==> src/rtl/boot_ldr_pkg.sv <==
// Shared types and constants for the serial boot stream loader.
package boot_ldr_pkg;
    localparam int BYTE_W  = 8;
    localparam int FIELD_W = 32;
    localparam int WORD_W  = 16;
    localparam int FIELD_BYTES = FIELD_W / BYTE_W;
    localparam int IDX_W   = $clog2(FIELD_BYTES);

    typedef enum logic [2:0] {
        ST_IDLE,
        ST_SIG,
        ST_COUNT,
        ST_ADDR,
        ST_DATA,
        ST_DONE
    } ldr_state_e;

    // Expected signature byte for a given position in the prefix.
    function automatic logic [BYTE_W-1:0] sig_byte(input logic [IDX_W-1:0] idx);
        case (idx)
            2'd0:    sig_byte = 8'h43;
            2'd1:    sig_byte = 8'h4F;
            2'd2:    sig_byte = 8'h4F;
            default: sig_byte = 8'h54;
        endcase
    endfunction
endpackage

==> src/rtl/boot_ldr_accum.sv <==
// Byte accumulator: shifts each accepted byte in at the top, so after N bytes
// sent least significant first the value sits right-aligned in the upper N bytes.
// Assumes the sequencer clears it at every start.
module boot_ldr_accum #(
    parameter int ACC_W = 32,
    parameter int BYTE_W = 8
) (
    input  logic              clk,
    input  logic              rst_n,
    input  logic              clr_i,
    input  logic              shift_i,
    input  logic [BYTE_W-1:0] byte_i,
    output logic [ACC_W-1:0]  acc_next_o
);
    logic [ACC_W-1:0] acc_q;

    // Value the register takes if the current byte is accepted.
    assign acc_next_o = {byte_i, acc_q[ACC_W-1:BYTE_W]};

    // Hold or shift the accumulated bytes.
    always_ff @(posedge clk) begin
        if (!rst_n || clr_i) begin
            acc_q <= '0;
        end else if (shift_i) begin
            acc_q <= acc_next_o;
        end
    end
endmodule

==> src/rtl/boot_ldr_sig_match.sv <==
// Signature comparator: flags whether the incoming byte equals the expected
// prefix byte at the given position. Purely combinational.
module boot_ldr_sig_match
    import boot_ldr_pkg::*;
(
    input  logic [IDX_W-1:0]  idx_i,
    input  logic [BYTE_W-1:0] byte_i,
    output logic              match_o
);
    // Compare against the computed prefix byte.
    always_comb begin
        match_o = (byte_i == sig_byte(idx_i));
    end
endmodule

==> src/rtl/boot_ldr_seq.sv <==
// Parse sequencer: walks signature, count, address and data phases, counts
// bytes within a field, and issues one memory write per received byte pair.
// Assumes acc_next_i carries the accumulator value including the current byte.
module boot_ldr_seq
    import boot_ldr_pkg::*;
#(
    parameter int ADDR_W = 16
) (
    input  logic               clk,
    input  logic               rst_n,
    input  logic               start_i,
    input  logic               sig_mode_i,
    input  logic               byte_valid_i,
    input  logic [FIELD_W-1:0] acc_next_i,
    input  logic               sig_match_i,
    output logic [IDX_W-1:0]   idx_o,
    output logic               take_o,
    output logic               done_o,
    output logic               error_o,
    output logic               mem_we_o,
    output logic [ADDR_W-1:0]  mem_addr_o,
    output logic [WORD_W-1:0]  mem_wdata_o,
    output logic [FIELD_W-1:0] start_addr_o
);
    localparam logic [IDX_W-1:0] LAST_IDX = IDX_W'(FIELD_BYTES - 1);

    ldr_state_e         state_q;
    logic [IDX_W-1:0]   idx_q;
    logic [FIELD_W-1:0] remain_q;
    logic [ADDR_W-1:0]  next_addr_q;
    logic               receiving;

    // A byte is consumed only in a receiving phase and never alongside a start.
    always_comb begin
        receiving = (state_q == ST_SIG) || (state_q == ST_COUNT) ||
                    (state_q == ST_ADDR) || (state_q == ST_DATA);
        take_o    = byte_valid_i && receiving && !start_i;
    end

    assign idx_o  = idx_q;
    assign done_o = (state_q == ST_DONE);

    // Phase sequencing, field capture and write generation.
    always_ff @(posedge clk) begin
        if (!rst_n) begin
            state_q      <= ST_IDLE;
            idx_q        <= '0;
            remain_q     <= '0;
            next_addr_q  <= '0;
            start_addr_o <= '0;
            error_o      <= 1'b0;
            mem_we_o     <= 1'b0;
            mem_addr_o   <= '0;
            mem_wdata_o  <= '0;
        end else begin
            mem_we_o <= 1'b0;
            if (start_i) begin
                state_q <= sig_mode_i ? ST_SIG : ST_COUNT;
                idx_q   <= '0;
                error_o <= 1'b0;
            end else if (take_o) begin
                idx_q <= idx_q + 1'b1;
                case (state_q)
                    ST_SIG: begin
                        if (!sig_match_i) begin
                            error_o <= 1'b1;
                            state_q <= ST_IDLE;
                        end else if (idx_q == LAST_IDX) begin
                            state_q <= ST_COUNT;
                        end
                    end
                    ST_COUNT: begin
                        if (idx_q == LAST_IDX) begin
                            remain_q <= acc_next_i;
                            state_q  <= ST_ADDR;
                        end
                    end
                    ST_ADDR: begin
                        if (idx_q == LAST_IDX) begin
                            start_addr_o <= acc_next_i;
                            next_addr_q  <= acc_next_i[ADDR_W-1:0];
                            state_q      <= (remain_q == '0) ? ST_DONE : ST_DATA;
                        end
                    end
                    ST_DATA: begin
                        if (idx_q[0]) begin
                            mem_we_o    <= 1'b1;
                            mem_wdata_o <= acc_next_i[FIELD_W-1:FIELD_W-WORD_W];
                            mem_addr_o  <= next_addr_q;
                            next_addr_q <= next_addr_q + 1'b1;
                            remain_q    <= remain_q - 1'b1;
                            if (remain_q == FIELD_W'(1)) begin
                                state_q <= ST_DONE;
                            end
                        end
                    end
                    default: state_q <= state_q;
                endcase
            end
        end
    end
endmodule

==> src/rtl/boot_stream_loader.sv <==
// Serial boot stream loader top: joins the byte accumulator, the signature
// comparator and the parse sequencer. Assumes one byte per valid cycle and
// that the memory accepts a write every cycle the strobe is high.
module boot_stream_loader
    import boot_ldr_pkg::*;
#(
    parameter int ADDR_W = 16
) (
    input  logic              clk,
    input  logic              rst_n,
    input  logic              start_i,
    input  logic              sig_mode_i,
    input  logic              byte_valid_i,
    input  logic [7:0]        byte_data_i,
    output logic              mem_we_o,
    output logic [ADDR_W-1:0] mem_addr_o,
    output logic [15:0]       mem_wdata_o,
    output logic              done_o,
    output logic              error_o,
    output logic [31:0]       start_addr_o
);
    logic [FIELD_W-1:0] acc_next;
    logic [IDX_W-1:0]   idx;
    logic               take;
    logic               sig_match;

    boot_ldr_accum #(.ACC_W(FIELD_W), .BYTE_W(BYTE_W)) u_accum (
        .clk        (clk),
        .rst_n      (rst_n),
        .clr_i      (start_i),
        .shift_i    (take),
        .byte_i     (byte_data_i),
        .acc_next_o (acc_next)
    );

    boot_ldr_sig_match u_sig (
        .idx_i   (idx),
        .byte_i  (byte_data_i),
        .match_o (sig_match)
    );

    boot_ldr_seq #(.ADDR_W(ADDR_W)) u_seq (
        .clk          (clk),
        .rst_n        (rst_n),
        .start_i      (start_i),
        .sig_mode_i   (sig_mode_i),
        .byte_valid_i (byte_valid_i),
        .acc_next_i   (acc_next),
        .sig_match_i  (sig_match),
        .idx_o        (idx),
        .take_o       (take),
        .done_o       (done_o),
        .error_o      (error_o),
        .mem_we_o     (mem_we_o),
        .mem_addr_o   (mem_addr_o),
        .mem_wdata_o  (mem_wdata_o),
        .start_addr_o (start_addr_o)
    );
endmodule

==> config.mk <==
export PLATFORM = sky130hd
export DESIGN_NAME = boot_stream_loader
export DESIGN_NICKNAME = d
export VERILOG_FILES = /design/src/rtl/boot_ldr_pkg.sv /design/src/rtl/boot_ldr_accum.sv /design/src/rtl/boot_ldr_sig_match.sv /design/src/rtl/boot_ldr_seq.sv /design/src/rtl/boot_stream_loader.sv
export SDC_FILE = /design/constraint.sdc
export NUM_CORES = 1
export LEC_CHECK = 0
export BUFFER_PORTS_ARGS = -buffer_cell sky130_fd_sc_hd__clkbuf_2
export CORE_UTILIZATION = 52
export CTS_CLUSTER_SIZE = 40
export DETAILED_ROUTE_END_ITERATION = 12
export HOLD_SLACK_MARGIN = 0.12
export PLACE_DENSITY = 0.76
export SYNTH_ARGS = -nofsm -noshare
export SYNTH_HDL_FRONTEND = slang
export SYNTH_SLANG_ARGS = --single-unit
==> constraint.sdc <==
create_clock -name clk -period 2.3 [get_ports clk]
set_clock_uncertainty 0.2 [all_clocks]
set_input_delay 0.115 -clock clk [delete_from_list [all_inputs] [get_ports clk]]
set_output_delay 0.115 -clock clk [all_outputs]
set_load 0.05 [all_outputs]
Word level (Yosys, flattened, before mapping)
Cells that the tools add are included.
- output and inout port bits: 67
- flip-flop bits (word level): 151
- logic and storage cells: 78
- eq/ne operators: 18
- reductions and logical operators: 23
- $add $sub $neg: 3
- multiplexer cells: 19
- bitwise operators: 5
- operator list (cell ; count):
    $mux 32 ; 2
    $pmux 32 s2 ; 1
    $eq 32x1->1 const B ; 1
    $logic_not 32->1 ; 1
    $mux 16 ; 2
    $pmux 16 s2 ; 1
    $sub 32x1->32 const B ; 1
    $mux 3 ; 8
    $add 16x1->16 const B ; 1
    $pmux 3 s4 ; 1
    $pmux 5 s2 ; 1
    $reduce_and 5->1 ; 2
    $ne 3x3->1 const B ; 3
    $eq 8x7->1 ; 1
    $reduce_and 4->1 ; 2
    $reduce_and 7->1 ; 1
    $eq 3x2->1 const B ; 2
    $eq 3x3->1 const B ; 2
    $reduce_bool 2->1 ; 3
    $not 1->1 ; 5
    $reduce_bool 5->1 ; 1
    $eq 2x2->1 const B ; 2
    $logic_or 1x1->1 ; 4
    $ne 2x2->1 const B ; 2
    14 further kinds ; 18

Depth between registers and ports, before layout
- depth after elaboration: 8
- gate-level depth with buffers: 9
- gate-level depth less buffers: 8

Modules after synthesis
A second synthesis with hierarchy kept.
- cells, all modules: 842
- area, all modules: 6691.4 um^2
- by module, submodules not included (module ; cells an instance ; area an instance (um^2) ; instances ; seq. area each (um^2)):
    boot_ldr_seq ; 745 ; 5641.7 ; 1 ; 2382.3
    boot_ldr_accum ; 87 ; 955.9 ; 1 ; 480.5
    boot_ldr_sig_match ; 10 ; 93.8 ; 1 ; 0.0

Worst setup path before layout
OpenSTA, ideal clock, no wires.
- path kind: register to register
- start point: reg u_seq.remain_q[0]
- end point: reg u_seq.state_q[0]
- data required time: 2027 ps
- cell stages (with the launch flop): 9
- arrival: 2197 ps
- buffers on the path: 0
- path slack: -170 ps
- cell sequence: dfxtp_1 inv_1 ha_1 nor3b_1 nand4_1 o31a_1 o31a_1 or3_1 o211ai_2
- cells in the longest elaborated chain, start to end: 6
- elaborated cells on any way between the ends: 9
- those cells by class: eq/ne: 2; mux: 5; reduce/logical: 2
- ends and longest elaborated chain (item ; RTL line ; RTL):
    start, declared ; boot_ldr_seq.sv:29 ; logic [FIELD_W-1:0] remain_q;
    start signal, assigned ; boot_ldr_seq.sv:74 ; remain_q <= acc_next_i;
    start signal, assigned ; boot_ldr_seq.sv:91 ; remain_q <= remain_q - 1'b1;
    $logic_not 32->1 ; boot_ldr_seq.sv:82 ; state_q <= (remain_q == '0) ? ST_DONE : ST_DATA;
    $mux 1 ; boot_ldr_seq.sv:82 ;
    $mux 3 ; boot_ldr_seq.sv:79 ; if (idx_q == LAST_IDX) begin
    $pmux 3 s4 ; boot_ldr_seq.sv:63 ; case (state_q)
    $mux 3 ; boot_ldr_seq.sv:61 ; end else if (take_o) begin
    $mux 3 ; boot_ldr_seq.sv:57 ; if (start_i) begin
    end signal, assigned ; boot_ldr_seq.sv:58 ; state_q <= sig_mode_i ? ST_SIG : ST_COUNT;
    end signal, assigned ; boot_ldr_seq.sv:82 ;
    end signal, assigned ; boot_ldr_seq.sv:97 ; default: state_q <= state_q;
    end, declared ; boot_ldr_seq.sv:27 ; ldr_state_e state_q;
Parallel ways exist; a longest one is shown, timed or not. The select of a mux whose other input is x is not followed.
A chain may end at the register's enable or synchronous reset.

Final worst setup path
- start point: reg u_seq.remain_q[16]
- end point: reg u_seq.remain_q[31]
- cells in the longest elaborated chain, start to end: 3
- ends and longest elaborated chain (item ; RTL line ; RTL):
    $sub 32x1->32 ; boot_ldr_seq.sv:91 ;
    $mux 32 ; boot_ldr_seq.sv:86 ; if (idx_q[0]) begin
    $pmux 32 s2 ; boot_ldr_seq.sv:63 ;
Every way passes these cells. The select of a mux whose other input is x is not followed.

==> summary.md <==
| Metric | Value |
|---|---|
| Core Rows | `40` |
| Global-route usage over all layers | `29.57%` |
| Worst-Margin Slew | `484.8 ps` |
| Ys async rst share | `0%` |
| LEAKAGE | `3.067 nW` |
| Vias | `6717` |
| Final worst slack | `74.06 ps` |
| Slew HR | `67.34%` |
| Syn Area/Cell | `7.485 sq um` |
| Nets | `989` |
| Pre-Repair DR Iteration Count | `5` |
| Initial Utilization | `53.37%` |
| Post-synth top flop | `dfxtp_1` |
| Routed Antenna Nets | `0` |
| Maximum VDD drop | `0.4295 mV` |
| Cell chain of the critical path | `or4_4 > nand2b_4 > buf_4 > nor3_4 > a21oi_1 > a31o_2 > o31a_1` |
| Crit path max fanout | `5` |
| Top post-synthesis cells by area | `dfxtp_1, nand2_1, a21oi_1` |
| First-pass GRT wire length | `29900 um` |
| CP max-delay cell | `or4_4` |
| Area of the multi-input gates | `3395 sq um` |
| Unique masters post-synth | `62` |
| Share of layout cells above drive strength 1 | `20.83%` |
| # fillers | `1003` |
| Number of synthesized flops with an enable pin | `0` |
| Detailed Route Iter0 Violations | `612` |
| Gpl congestion | `0.8989` |
| Area Growth Syn to Fin | `27.31%` |
| Final Hold Viols | `0` |
| Minimum hold slack | `252.5 ps` |
| Non-Filler Instances | `1152` |
| Delay-heaviest family, CP | `simple AND/OR/NAND/NOR gates` |
| Vias in the first global route | `5914` |
| Vias/cell | `5.831` |
| Die H | `113.3 um` |
| Initial antenna violation count | `0` |
| Routed len/inst | `16.37 um` |
| M3 GR Usage | `5.838%` |
| Clock tree buffer depth | `2` |
| Worst Setup Start Kind | `flop` |
| Core ar. | `12060 sq um` |
| Routed wire length | `18860 um` |
| Synth top cells by count | `nand2_1, dfxtp_1, a21oi_1, nor2_1, clkbuf_1` |
| CTS root buffer | `clkbuf_16` |
| H-tree Lvls | `4` |
| Hpwl dp | `12250 um` |
| Post-place setup slack | `24.46 ps` |
| Die area | `12830 sq um` |
| Final period utilization | `96.78%` |
| Synthesized Nets | `878` |
| GR Util met1 | `39.54%` |
| Synth area leader | `dfxtp_1` |
| Met2 usage | `46.83%` |
| Placed cell count | `1103` |
| Worst skew pair latency | `420 ps` |
| Kind of critical path | `reg2reg` |
| Pwr per Cell Area | `690.1 nW/um^2` |
| Pins Over Slew Limit | `0` |
| PortBufs | `79` |
| HP Class | `reg2reg` |
| Antenna diodes | `0` |
| Synthesis-stage register bit count | `143` |
| Worst Path Buf+Inv | `1` |
| Yosys warnings | `0` |
| CTS tree | `done` |
| Reg clk slew, reported paths | `60 ps` |
| FF+latch area | `2865 sq um` |
| Crit path DAT | `2330 ps` |
| CTS buffer count | `17` |
| Setup Viol. Count Final | `0` |
| Clk sinks | `143` |
| Most frequent cell after synthesis | `nand2_1` |
| Outcome | `complete, no violations` |
| Setup TNS | `0 ps` |
| Synth top area share | `44.47%` |
| Critical Path RT | `2410 ps` |
| Peak Freq | `449.2 MHz` |
| Mapped cell area | `6437 sq um` |
| DRC | `0` |
| Ports | `80` |
| Grt ovf | `0` |
| Crit end category | `flop` |
| Max-cap violation count | `0` |
| Tmin final | `2226 ps` |
| Die Wd | `113.3 um` |
| Most Crowded Layer GR | `met2` |
| Slowest stage delay, CP | `540 ps` |
| Sequential area share after synthesis | `44.47%` |
| Syn Inst Count | `860` |
| Largest net degree at the start of global routing | `44` |
[placed cells by master, fill, tap and decap left out, drive strengths merged, types with 11 or more instances in the layout]
| cell type | n |
|---|---|
| nor3 | 11 |
| nand3 | 12 |
| nand2 | 233 |
| clkbuf | 97 |
| nor2 | 70 |
| a21oi | 137 |
| dfxtp | 143 |
| buf | 61 |
| o21ai | 40 |
| dlygate4sd3 | 14 |
| inv | 14 |
[power by group]
part	internal, mW	switching [mW]	total (mW)
combinational	0.0732	0.132	0.205
clock	1.84	1.12	2.95
sequential	2.48	0.0132	2.50
[path summary, 6_finish.rpt]
check                              from                     to  slack [ps]  cells past startpoint
setup reg to reg     u_seq.remain_q[16]     u_seq.remain_q[31]          70                      7
hold reg to reg   u_seq.start_addr_o[5]  u_seq.start_addr_o[5]         250                      2
hold / removal    u_seq.start_addr_o[5]  u_seq.start_addr_o[5]         250                      2
setup / recovery     u_seq.remain_q[16]     u_seq.remain_q[31]          70                      7
[layout make-up]
type,count,share of cell area [%]
multi-input combinational,647,41.42
sequential,143,34.96
timing repair buffer,154,12.98
clock buffer,18,5.237
tap,168,2.565
clock inverter,14,2.473
inverter,8,0.3664
[stage by stage]
stage	util, %	total power [mW]	instance area, sq um
after floorplan	-	2.646	6442
after global placement	60.59	2.727	7308
after detailed placement	60.59	2.730	7308
after CTS	66.99	5.670	8080
after global routing	67.95	5.801	8195
final	67.95	5.655	8195
[kinds of logic after synthesis]
group | share of synthesized area (%)
muxes | 0.1555
buffers and inverters | 4.315
DFF | 44.47
adders and majority gates | 0.9718
AOI/OAI and AO/OA | 23.65
xor gates and xnor gates | 0.4082
and+or+nand+nor | 26.03
[worst register-to-register path, cell delays in order, from the launching register on]
cell	delay (ps)
dfxtp_1	310
or4_4	540
nand2b_4	190
buf_4	170
nor3_4	180
a21oi_1	90
a31o_2	220
o31a_1	230
[timing repair]
action,CTS,global route
setup endpoints to repair,0,36
endpoints found under the hold margin,82,0
hold buffers,14,0
buffers inserted,0,3
gates resized for setup,0,22
[flip-flops by register name, summed over array words and instances, names as in the netlist]
name,flops
u_seq.remain_q,32
u_seq.start_addr_o,32
u_accum.acc_q,24
u_seq.mem_addr_o,16
u_seq.mem_wdata_o,16
u_seq.next_addr_q,16
u_seq.state_q,3
u_seq.idx_o,2
u_seq.error_o,1
u_seq.mem_we_o,1
[per-layer routing]
metal | vias up | part of all wire, %
met1 | 3135 | 44
met2 | 315 | 47
met5 | - | 0
met3 | 36 | 7.0
li1 | 3231 | -
met4 | 0 | 2.7
No activity file was read; power rests on OpenSTA's default activity.
